**src/rtl/pwm_pkg.sv**
```systemverilog
package pwm_pkg;

    typedef enum logic [1:0] {
        SEQ_IDLE  = 2'd0,
        SEQ_ADDR  = 2'd1,
        SEQ_DATA  = 2'd2,
        SEQ_FLUSH = 2'd3
    } seq_state_e;

    // byte address step per delivered word, as a shift amount
    localparam int unsigned WORD_SHIFT = 2;

endpackage

```
**src/rtl/pwm_lat_timer.sv**
```systemverilog
module pwm_lat_timer #(
    parameter int W = 8
) (
    input  logic         clk,
    input  logic         rst_n,
    input  logic         load_i,
    input  logic         run_i,
    input  logic [W-1:0] init_i,
    output logic         expired_o
);

    logic [W-1:0] cnt_d, cnt_q;

    always_comb begin
        cnt_d = cnt_q;
        if (load_i) begin
            cnt_d = init_i;
        end else if (run_i && (cnt_q != '0)) begin
            cnt_d = cnt_q - 1'b1;
        end
    end

    always_ff @(posedge clk or negedge rst_n) begin
        if (!rst_n) begin
            cnt_q <= '0;
        end else begin
            cnt_q <= cnt_d;
        end
    end

    assign expired_o = (cnt_q == '0);

endmodule

```
**src/rtl/pwm_resume_addr.sv**
```systemverilog
module pwm_resume_addr
    import pwm_pkg::*;
#(
    parameter int AW = 32,
    parameter int CW = 12
) (
    input  logic          clk,
    input  logic          rst_n,
    input  logic          capture_i,
    input  logic [AW-1:0] base_i,
    input  logic          beat_i,
    input  logic          clear_i,
    output logic [AW-1:0] resume_o,
    output logic          zero_o
);

    typedef struct packed {
        logic [AW-1:0] base;
        logic [CW-1:0] cnt;
    } trk_t;

    trk_t t_d, t_q;

    always_comb begin
        t_d = t_q;
        if (capture_i) begin
            t_d.base = base_i;
        end
        if (clear_i) begin
            t_d.cnt = '0;
        end else if (beat_i) begin
            t_d.cnt = t_q.cnt + 1'b1;
        end
    end

    always_ff @(posedge clk or negedge rst_n) begin
        if (!rst_n) begin
            t_q <= '0;
        end else begin
            t_q <= t_d;
        end
    end

    assign resume_o = t_q.base + (AW'(t_q.cnt) << WORD_SHIFT);
    assign zero_o   = (t_q.cnt == '0);

endmodule

```
**src/rtl/pw_master_seq.sv**
```systemverilog
module pw_master_seq
    import pwm_pkg::*;
#(
    parameter int DATA_W = 32,
    parameter int ADDR_W = 32,
    parameter int LAT_W  = 8,
    parameter int BEAT_W = 12
) (
    input  logic              clk,
    input  logic              rst_n,
    input  logic              hd_valid_i,
    input  logic              hd_more_i,
    input  logic [DATA_W-1:0] hd_data_i,
    input  logic              hd_last_i,
    input  logic [ADDR_W-1:0] hd_addr_i,
    output logic              hd_pop_o,
    input  logic [LAT_W-1:0]  lat_timer_i,
    output logic              req_o,
    input  logic              gnt_i,
    input  logic              bus_frame_i,
    input  logic              bus_irdy_i,
    output logic              frame_o,
    output logic              irdy_o,
    output logic [DATA_W-1:0] ad_o,
    input  logic              trdy_i,
    input  logic              stop_i,
    input  logic              devsel_i
);

    typedef struct packed {
        seq_state_e        st;
        logic              req;
        logic              frame;
        logic              irdy;
        logic              held;   // holding register carries an undelivered word
        logic              last;   // held word ends its write
        logic [DATA_W-1:0] data;
    } seq_regs_t;

    seq_regs_t r_d, r_q;

    logic              tmr_load, tmr_expired;
    logic              trk_cap, trk_beat, trk_clr, trk_zero;
    logic [ADDR_W-1:0] resume_addr;
    logic              pop;

    logic work, bus_idle, xfer, t_abort, t_stop, lat_end, more, last_w;

    pwm_lat_timer #(.W(LAT_W)) u_lat (
        .clk       (clk),
        .rst_n     (rst_n),
        .load_i    (tmr_load),
        .run_i     (r_q.frame),
        .init_i    (lat_timer_i),
        .expired_o (tmr_expired)
    );

    pwm_resume_addr #(.AW(ADDR_W), .CW(BEAT_W)) u_trk (
        .clk       (clk),
        .rst_n     (rst_n),
        .capture_i (trk_cap),
        .base_i    (hd_addr_i),
        .beat_i    (trk_beat),
        .clear_i   (trk_clr),
        .resume_o  (resume_addr),
        .zero_o    (trk_zero)
    );

    always_comb begin
        r_d      = r_q;
        pop      = 1'b0;
        tmr_load = 1'b0;
        trk_cap  = 1'b0;
        trk_beat = 1'b0;
        trk_clr  = 1'b0;
        more     = 1'b0;
        last_w   = 1'b0;

        work     = r_q.held || hd_valid_i;
        bus_idle = !bus_frame_i && !bus_irdy_i;
        xfer     = r_q.irdy && trdy_i && devsel_i;
        t_abort  = r_q.irdy && stop_i && !devsel_i;
        t_stop   = r_q.irdy && stop_i;
        lat_end  = tmr_expired && !gnt_i;

        unique case (r_q.st)
            SEQ_IDLE: begin
                if (r_q.req && gnt_i && bus_idle && work) begin
                    r_d.st    = SEQ_ADDR;
                    r_d.frame = 1'b1;
                    tmr_load  = 1'b1;
                    trk_cap   = trk_zero && !r_q.held;
                end
            end

            SEQ_ADDR: begin
                r_d.st   = SEQ_DATA;
                r_d.irdy = 1'b1;
                if (r_q.held) begin
                    last_w = r_q.last;
                    more   = hd_valid_i;
                end else begin
                    pop      = 1'b1;
                    r_d.data = hd_data_i;
                    r_d.last = hd_last_i;
                    r_d.held = 1'b1;
                    last_w   = hd_last_i;
                    more     = hd_more_i;
                end
                r_d.frame = !(last_w || !more || lat_end);
            end

            SEQ_DATA: begin
                if (t_abort) begin
                    r_d.frame = 1'b0;
                    r_d.irdy  = 1'b0;
                    r_d.held  = 1'b0;
                    if (r_q.last) begin
                        trk_clr = 1'b1;
                        r_d.st  = SEQ_IDLE;
                    end else begin
                        r_d.st  = SEQ_FLUSH;
                    end
                end else if (xfer) begin
                    trk_beat = 1'b1;
                    trk_clr  = r_q.last;
                    r_d.held = 1'b0;
                    if (!r_q.frame || stop_i) begin
                        r_d.frame = 1'b0;
                        r_d.irdy  = 1'b0;
                        r_d.st    = SEQ_IDLE;
                    end else begin
                        pop       = 1'b1;
                        r_d.data  = hd_data_i;
                        r_d.last  = hd_last_i;
                        r_d.held  = 1'b1;
                        r_d.frame = !(hd_last_i || !hd_more_i || lat_end);
                    end
                end else if (t_stop) begin
                    r_d.frame = 1'b0;
                    r_d.irdy  = 1'b0;
                    r_d.st    = SEQ_IDLE;
                end else if (r_q.frame && lat_end) begin
                    r_d.frame = 1'b0;
                end
            end

            SEQ_FLUSH: begin
                if (hd_valid_i) begin
                    pop = 1'b1;
                    if (hd_last_i) begin
                        trk_clr = 1'b1;
                        r_d.st  = SEQ_IDLE;
                    end
                end
            end

            default: r_d.st = SEQ_IDLE;
        endcase

        r_d.req = (r_d.st != SEQ_FLUSH) && (r_d.held || hd_valid_i);
    end

    always_ff @(posedge clk or negedge rst_n) begin
        if (!rst_n) begin
            r_q <= '0;
        end else begin
            r_q <= r_d;
        end
    end

    assign hd_pop_o = pop;
    assign req_o    = r_q.req;
    assign frame_o  = r_q.frame;
    assign irdy_o   = r_q.irdy;
    assign ad_o     = (r_q.st == SEQ_ADDR) ? DATA_W'(resume_addr) : r_q.data;

endmodule

```
**config.mk**
```make
export PLATFORM = sky130hd
export DESIGN_NAME = pw_master_seq
export DESIGN_NICKNAME = d
export VERILOG_FILES = /design/src/rtl/pwm_pkg.sv /design/src/rtl/pwm_lat_timer.sv /design/src/rtl/pwm_resume_addr.sv /design/src/rtl/pw_master_seq.sv
export SDC_FILE = /design/constraint.sdc
export NUM_CORES = 1
export LEC_CHECK = 0
export ABC_AREA = 1
export BUFFER_PORTS_ARGS = -buffer_cell sky130_fd_sc_hd__buf_2
export CAP_MARGIN = 20
export CELL_PAD_IN_SITES_DETAIL_PLACEMENT = 1
export CELL_PAD_IN_SITES_GLOBAL_PLACEMENT = 1
export CORE_ASPECT_RATIO = 2
export CORE_MARGIN = 1.5
export CORE_UTILIZATION = 37
export CTS_BUF_LIST = sky130_fd_sc_hd__clkbuf_4 sky130_fd_sc_hd__clkbuf_8
export CTS_CLUSTER_DIAMETER = 60
export CTS_CLUSTER_SIZE = 8
export DETAILED_ROUTE_END_ITERATION = 16
export PLACE_DENSITY_LB_ADDON = 0.1
export SYNTH_ARGS = -nofsm -noshare
export SYNTH_HDL_FRONTEND = slang
export SYNTH_HIERARCHICAL = 1
export SYNTH_SLANG_ARGS = --single-unit
```
**constraint.sdc**
```tcl
create_clock -name clk -period 1.85 [get_ports clk]
set_input_delay 0.0925 -clock clk [delete_from_list [all_inputs] [get_ports clk]]
set_output_delay 0.0925 -clock clk [all_outputs]
set_load 0.02 [all_outputs]
```
# Word level (Yosys, flattened, before mapping)
# Cells that the tools add are included.
[word_totals]
ff_bits = 91
in_bits = 83
out_inout_bits = 36
word_cells = 117
[op_classes]
addsub = 3
n_eq_ne = 12
mux = 51
reduce_logical = 41
[ops]
columns = ["op", "n"]
rows = [
  ["35-bit case mux with 2 select lines", 1],
  ["34-bit two-way mux", 2],
  ["33-bit two-way mux", 2],
  ["32-bit by 14-bit adder with 32-bit output", 1],
  ["32-bit two-way mux", 1],
  ["1-bit two-way mux", 27],
  ["12-bit two-way mux", 2],
  ["2-bit two-way mux", 9],
  ["8-bit two-way mux", 2],
  ["1-bit logical AND", 13],
  ["12-bit by 1-bit adder with 12-bit output, second input constant", 1],
  ["12-bit logical NOT", 1],
  ["2-bit inequality test, second input constant", 6],
  ["1-bit logical NOT", 10],
  ["8-bit logical NOT", 1],
  ["4-bit inequality test, second input constant", 2],
  ["2-bit case mux with 4 select lines", 1],
  ["8-bit nonzero test", 1],
  ["8-bit by 1-bit subtractor with 8-bit output, second input constant", 1],
  ["1-bit logical OR", 7],
  ["1-bit case mux with 3 select lines", 2],
  ["3-bit AND reduction", 2],
  ["2-bit nonzero test", 3],
  ["5-bit inequality test, second input constant", 1],
  ["7 further kinds", 8],
]

# Depth between registers and ports, before layout
[depth]
depth_word = 10
ltp_mapped = 15
mapped_depth_nobuf = 15

# By module
# Netlist, hierarchy kept.
[by_module_without_submodules]
columns = ["module", "n_inst", "cells_each", "area_each_um2", "seq_area_each_um2"]
rows = [
  ["pwm_resume_addr", 1, 480, 3316.9, 1101.1],
  ["pw_master_seq", 1, 352, 2523.7, 975.9],
  ["pwm_lat_timer", 1, 93, 596.8, 200.2],
]

# Worst setup path before layout
# OpenSTA, ideal clock, no wires.
[synth_path]
path_kind = "reg-to-reg"
startpoint = "register r_q, in the netlist irdy_o"
endpoint = "register u_trk/t_q[8] (netlist bit)"
arrival_ps = 2005
path_slack_ps = -274
stages_incl_launch_ff = 12
period_less_slack_ps = 2124
cell_sequence = "dfrtp_1 -> nand2_1 -> nor2_1 -> o21ai_0 -> o21ai_0 -> nor2_1 -> nor2_1 -> nand2_1 -> nor3_2 -> nand3_1 -> nand2_1 -> nor2_1"
[synth_via]
elab_chain_cells = 6
word_cells_on_any_way = 12
[synth_rtl]
columns = ["element", "line", "rtl"]
rows = [
  ["start: declaration", "pw_master_seq.sv:40", "seq_regs_t r_d, r_q;"],
  ["start signal: assignment", "pw_master_seq.sv:168", "r_q <= r_d;"],
  ["1-bit logical AND (2 in series)", "pw_master_seq.sv:81", "xfer = r_q.irdy && trdy_i && devsel_i;"],
  ["1-bit two-way mux", "pw_master_seq.sv:124", "end else if (xfer) begin"],
  ["1-bit two-way mux (*)", "pw_master_seq.sv:114", "if (t_abort) begin"],
  ["1-bit case mux with 2 select lines (*)", "pw_master_seq.sv:86", "unique case (r_q.st)"],
  ["via trk_clr", "pw_master_seq.sv:43", "logic trk_cap, trk_beat, trk_clr, trk_zero;"],
  ["12-bit two-way mux or 2-bit nonzero test (tied branches)", "-", ""],
  ["end signal: assignment", "pwm_resume_addr.sv:40", "t_q <= t_d;"],
  ["end: declaration", "pwm_resume_addr.sv:22", "trk_t t_d, t_q;"],
]
# The timed path passes the listed nets; every way through them passes the cells marked *.
# A chain may end at the register's enable or synchronous reset.

# Final worst setup path
[layout_path]
startpoint = "register u_trk/t_q[1] (netlist bit)"
endpoint = "output port ad_o[22]"
[layout_via]
elab_chain_cells = 2
[layout_rtl]
columns = ["element", "line", "rtl"]
rows = [
  ["32-bit by 14-bit adder with 32-bit output", "pwm_resume_addr.sv:44", "assign resume_o = t_q.base + (AW'(t_q.cnt) << WORD_SHIFT);"],
  ["via resume_addr[22]", "pw_master_seq.sv:44", "logic [ADDR_W-1:0] resume_addr;"],
  ["32-bit two-way mux", "pw_master_seq.sv:176", "assign ad_o = (r_q.st == SEQ_ADDR) ? DATA_W'(resume_addr) : r_q.data;"],
  ["end: declaration", "pw_master_seq.sv:24", "output logic [DATA_W-1:0] ad_o,"],
]
# The timed path passes the listed nets, and every way through them passes these cells.

==> flow_summary_export.csv <==
group,metric,value,unit
pwr,p_int,7.85,mW
logic_synthesis,synth_nets,1030,
die,die_w,96.3,µm
clock_tree,numCtsBuffers,9,
timing,worst_pin_slew,0.570,ns
global_routing,grt_use_total,0.326,
pwr,switching_share,0.507,
worst_setup_path,critical_path_arrival,2.89,ns
timing,finalSetupTns,-40.40,ns
pwr,p_per_area,1350,mW/mm²
finish,synthToLayoutAreaGrowth,83.0,%
worst_setup_path,criticalPathCategory,"flop to output port",
clock_tree,cts.root.buffer_cell,"clkbuf_8",
logic_synthesis,synth_edf_count,0,
logic_synthesis,ys_ff_latch,91,
global_routing,antenna_found_initial,3,
logic_synthesis,netlist_top_cells_area,"dfrtp_1 35%, nand2_1 21%, inv_1 7.4%, nand3_1 5.0%, ha_1 4.1%",
timing,final-hold-violation-count,1,
place,hpwlAfterDp,19.0,mm
pwr,p_sw,8.08,mW
clock_tree,clockBufferDepth,2,
logic_synthesis,synthArstFlopShare,1.00,
route,ant_nets,0,
global_routing,grt_pass1_wl,43.6,mm
route,firstDrtPassIters,5,
global_routing,grt_pass1_vias,8522,
timing,skew,0.0268,ns
status,failed_checks,"negative hold slack, negative setup slack",
die,die_h,190,µm
timing,max_slew_margin,0.618,
timing,min_period,2.98,ns
place,gp_congestion,0.905,
logic_synthesis,ys_types,46,
logic_synthesis,synth_common_cells,"359 x nand2_1, 127 x inv_1, 91 x dfrtp_1",
timing,rsz0062_at_grt,"true",
finish,layout.nets,1377,
logic_synthesis,synth_ff_type,"dfrtp_1",
route,viasPerCell,6.13,
logic_synthesis,syn_area,0.00644,mm²
job,maxCapViolCount,0,
clock_tree,numClockSinks,91,
worst_setup_path,required,1.76,ns
logic_synthesis,yosysTopAreaCell,"dfrtp_1",
die,core_area,0.0172,mm²
worst_setup_path,crit_fanout,5,
logic_synthesis,synth_seq_area_share,0.354,
timing,post-route-period-util,1.61,
global_routing,grt_max_degree,67,
clock_tree,clk-insertion-delay-late,0.43,ns
route,vias,9133,
die,core.rowCount,68,
worst_setup_path,cp-end-kind,"output port",
route,drtIter0Drc,717,
timing,hold-worst-slack,-0.00414,ns
logic_synthesis,netlist_instances,925,
timing,finalSetupViolCount,106,
min_path,hp-class,"primary input to flop",
die,dieArea,0.0182,mm²
pwr,comb_power_share,0.700,
status,status,"finished, violations left",
clock_tree,htree_levels,3,
timing,worst_slack,-1.13,ns
route,drt_wl_total,46.5,mm
route,wl_per_cell,31.2,µm
pwr,pwr-share-clk,0.098,
pwr,leakagePower,5.95,nW
global_routing,grt_overflow,0,
place,place_worst_setup_slack,-0.313,ns
logic_synthesis,yosysMostFrequentCell,"nand2_1",
logic_synthesis,synth_top_area_frac,0.354,
clock_tree,cts_tree,"yes",
clock_tree,cts.clk_slew.worst_paths,0.11,ns
route,drc,0,
worst_setup_path,critPathLaunchType,"flop",
pwr,ir_worst_vdd,0.976,mV
pwr,pwr-share-seq,0.201,
logic_synthesis,yosys_warnings,6,
finish,drive_above_1_share,0.507,
timing,fmax,335,MHz
place,numPortBuffers,118,
die,initial_core_util,0.375,
logic_synthesis,synth_area_per_cell,6.96,µm²
die,ios,119,
timing,drv_slew,0,
[placed cells by master (no fill, tap or decap), drive strengths merged, types with 2 or more instances in the layout]
cell           n
nor2          55
dfrtp         91
o211ai         3
xnor2          2
nand3         68
clkinv         6
clkbuf        21
dlygate4sd3   68
o31ai         33
buf          280
ha            21
nor3          19
nand2        370
clkinvlp       2
diode          2
inv          131
nand4         11
a21oi         15
o21ai         38
mux2          17
xor2          13
[power groups by stage]
stage                     registers (mW)  clock network [mW]  logic, mW
after floorplan                     2.94                   0       3.52
after global placement              2.94                   0       5.73
after detailed placement            2.97                   0       5.82
after CTS                           2.97                1.49       7.07
after global routing                3.20                1.66       11.5
final                               3.21                1.57       11.2
[layer usage]
metal,part of all wire,track usage
met3,0.12,0.0631
met1,0.30,0.272
met4,0.12,0.309
met5,0,0
met2,0.47,0.600
[path summary, 6_finish.rpt]
path	from	end	slack, ns	cells after the start
max in group asynchronous	rst_n	irdy_o$_DFFE_PN0P_	1.11	3
hold / removal	lat_timer_i[4]	u_lat/cnt_q[4]$_DFFE_PN0P_	-0.004	5
min in group asynchronous	rst_n	u_trk/t_q[31]$_DFFE_PN0P_	0.05	2
setup reg to reg	u_trk/t_q[0]$_DFFE_PN0P_	u_trk/t_q[38]$_DFFE_PN0P_	-0.58	14
hold reg to reg	u_trk/t_q[13]$_DFFE_PN0P_	u_trk/t_q[13]$_DFFE_PN0P_	0.54	1
setup / recovery	u_trk/t_q[1]$_DFFE_PN0P_	ad_o[22]	-1.13	15
[stage by stage]
| step | instances | hold WS [ns] | power, mW | utilization | cell area, µm² |
|---|---|---|---|---|---|
| after floorplan | 925 | -0.203 | 6.46 | - | 6490 |
| after global placement | 1334 | -0.0435 | 8.67 | 0.470 | 8080 |
| after detailed placement | 1334 | -0.0431 | 8.79 | 0.470 | 8080 |
| after CTS | 1446 | 0.0105 | 11.5 | 0.590 | 10100 |
| after global routing | 1488 | 0.00295 | 16.4 | 0.685 | 11800 |
| final | 1489 | -0.00414 | 15.9 | 0.686 | 11800 |
[logic make-up (layout without fill, tap and decap cells)]
logic type	count (synthesis)	count (layout)	share of synthesized area
AO/OA/AOI/OAI	93	94	0.102
adder cells (fa/ha/maj)	22	22	0.0439
flip-flops	91	91	0.354
XOR/XNOR	15	15	0.0204
buffers and inverters	159	510	0.101
multiplexers	17	17	0.0297
AND/OR/NAND/NOR	528	528	0.349
other	0	2	0
[final cells by class]
cell class	instances	area, µm²
repair inverters	1	7.51
repair buffers	359	3340
multi-input cells	676	5150
flip-flops and latches	91	2290
diodes	2	5.00
well taps	210	263
clock inverters	5	53.8
fillers	1920	5400
inverters	134	531
clock buffers	11	139
[timing repair]
| item | CTS | global route |
|---|---|---|
| endpoints found under the setup margin | 70 | 106 |
| gates resized for setup | 226 | 280 |
| gates cloned | 4 | 17 |
| pin swaps | 78 | 82 |
| hold endpoints to repair | 158 | 0 |
| hold buffers | 68 | 0 |
| setup buffers | 28 | 29 |
[worst max-delay path, stage by stage (launching register included)]
cell and delay (ns):
dfrtp_1 0.51, inv_2 0.11, fa_2 0.44, inv_2 0.09, nand3_2 0.07, nand3_2 0.09
nand2_2 0.07, nand2_4 0.10, nand2_4 0.06, nand2_4 0.12, nand2_1 0.11, nand2_1 0.10
nand2_1 0.21, nand2_2 0.16, nand2_2 0.07, buf_6 0.13
[state kept, by name, indices dropped and copies added (netlist names)]
signal and count:
req_o 1, u_trk/t_q 44, irdy_o 1, u_lat/cnt_q 8, frame_o 1, r_q 36
Power figures use the tool's default switching activity.
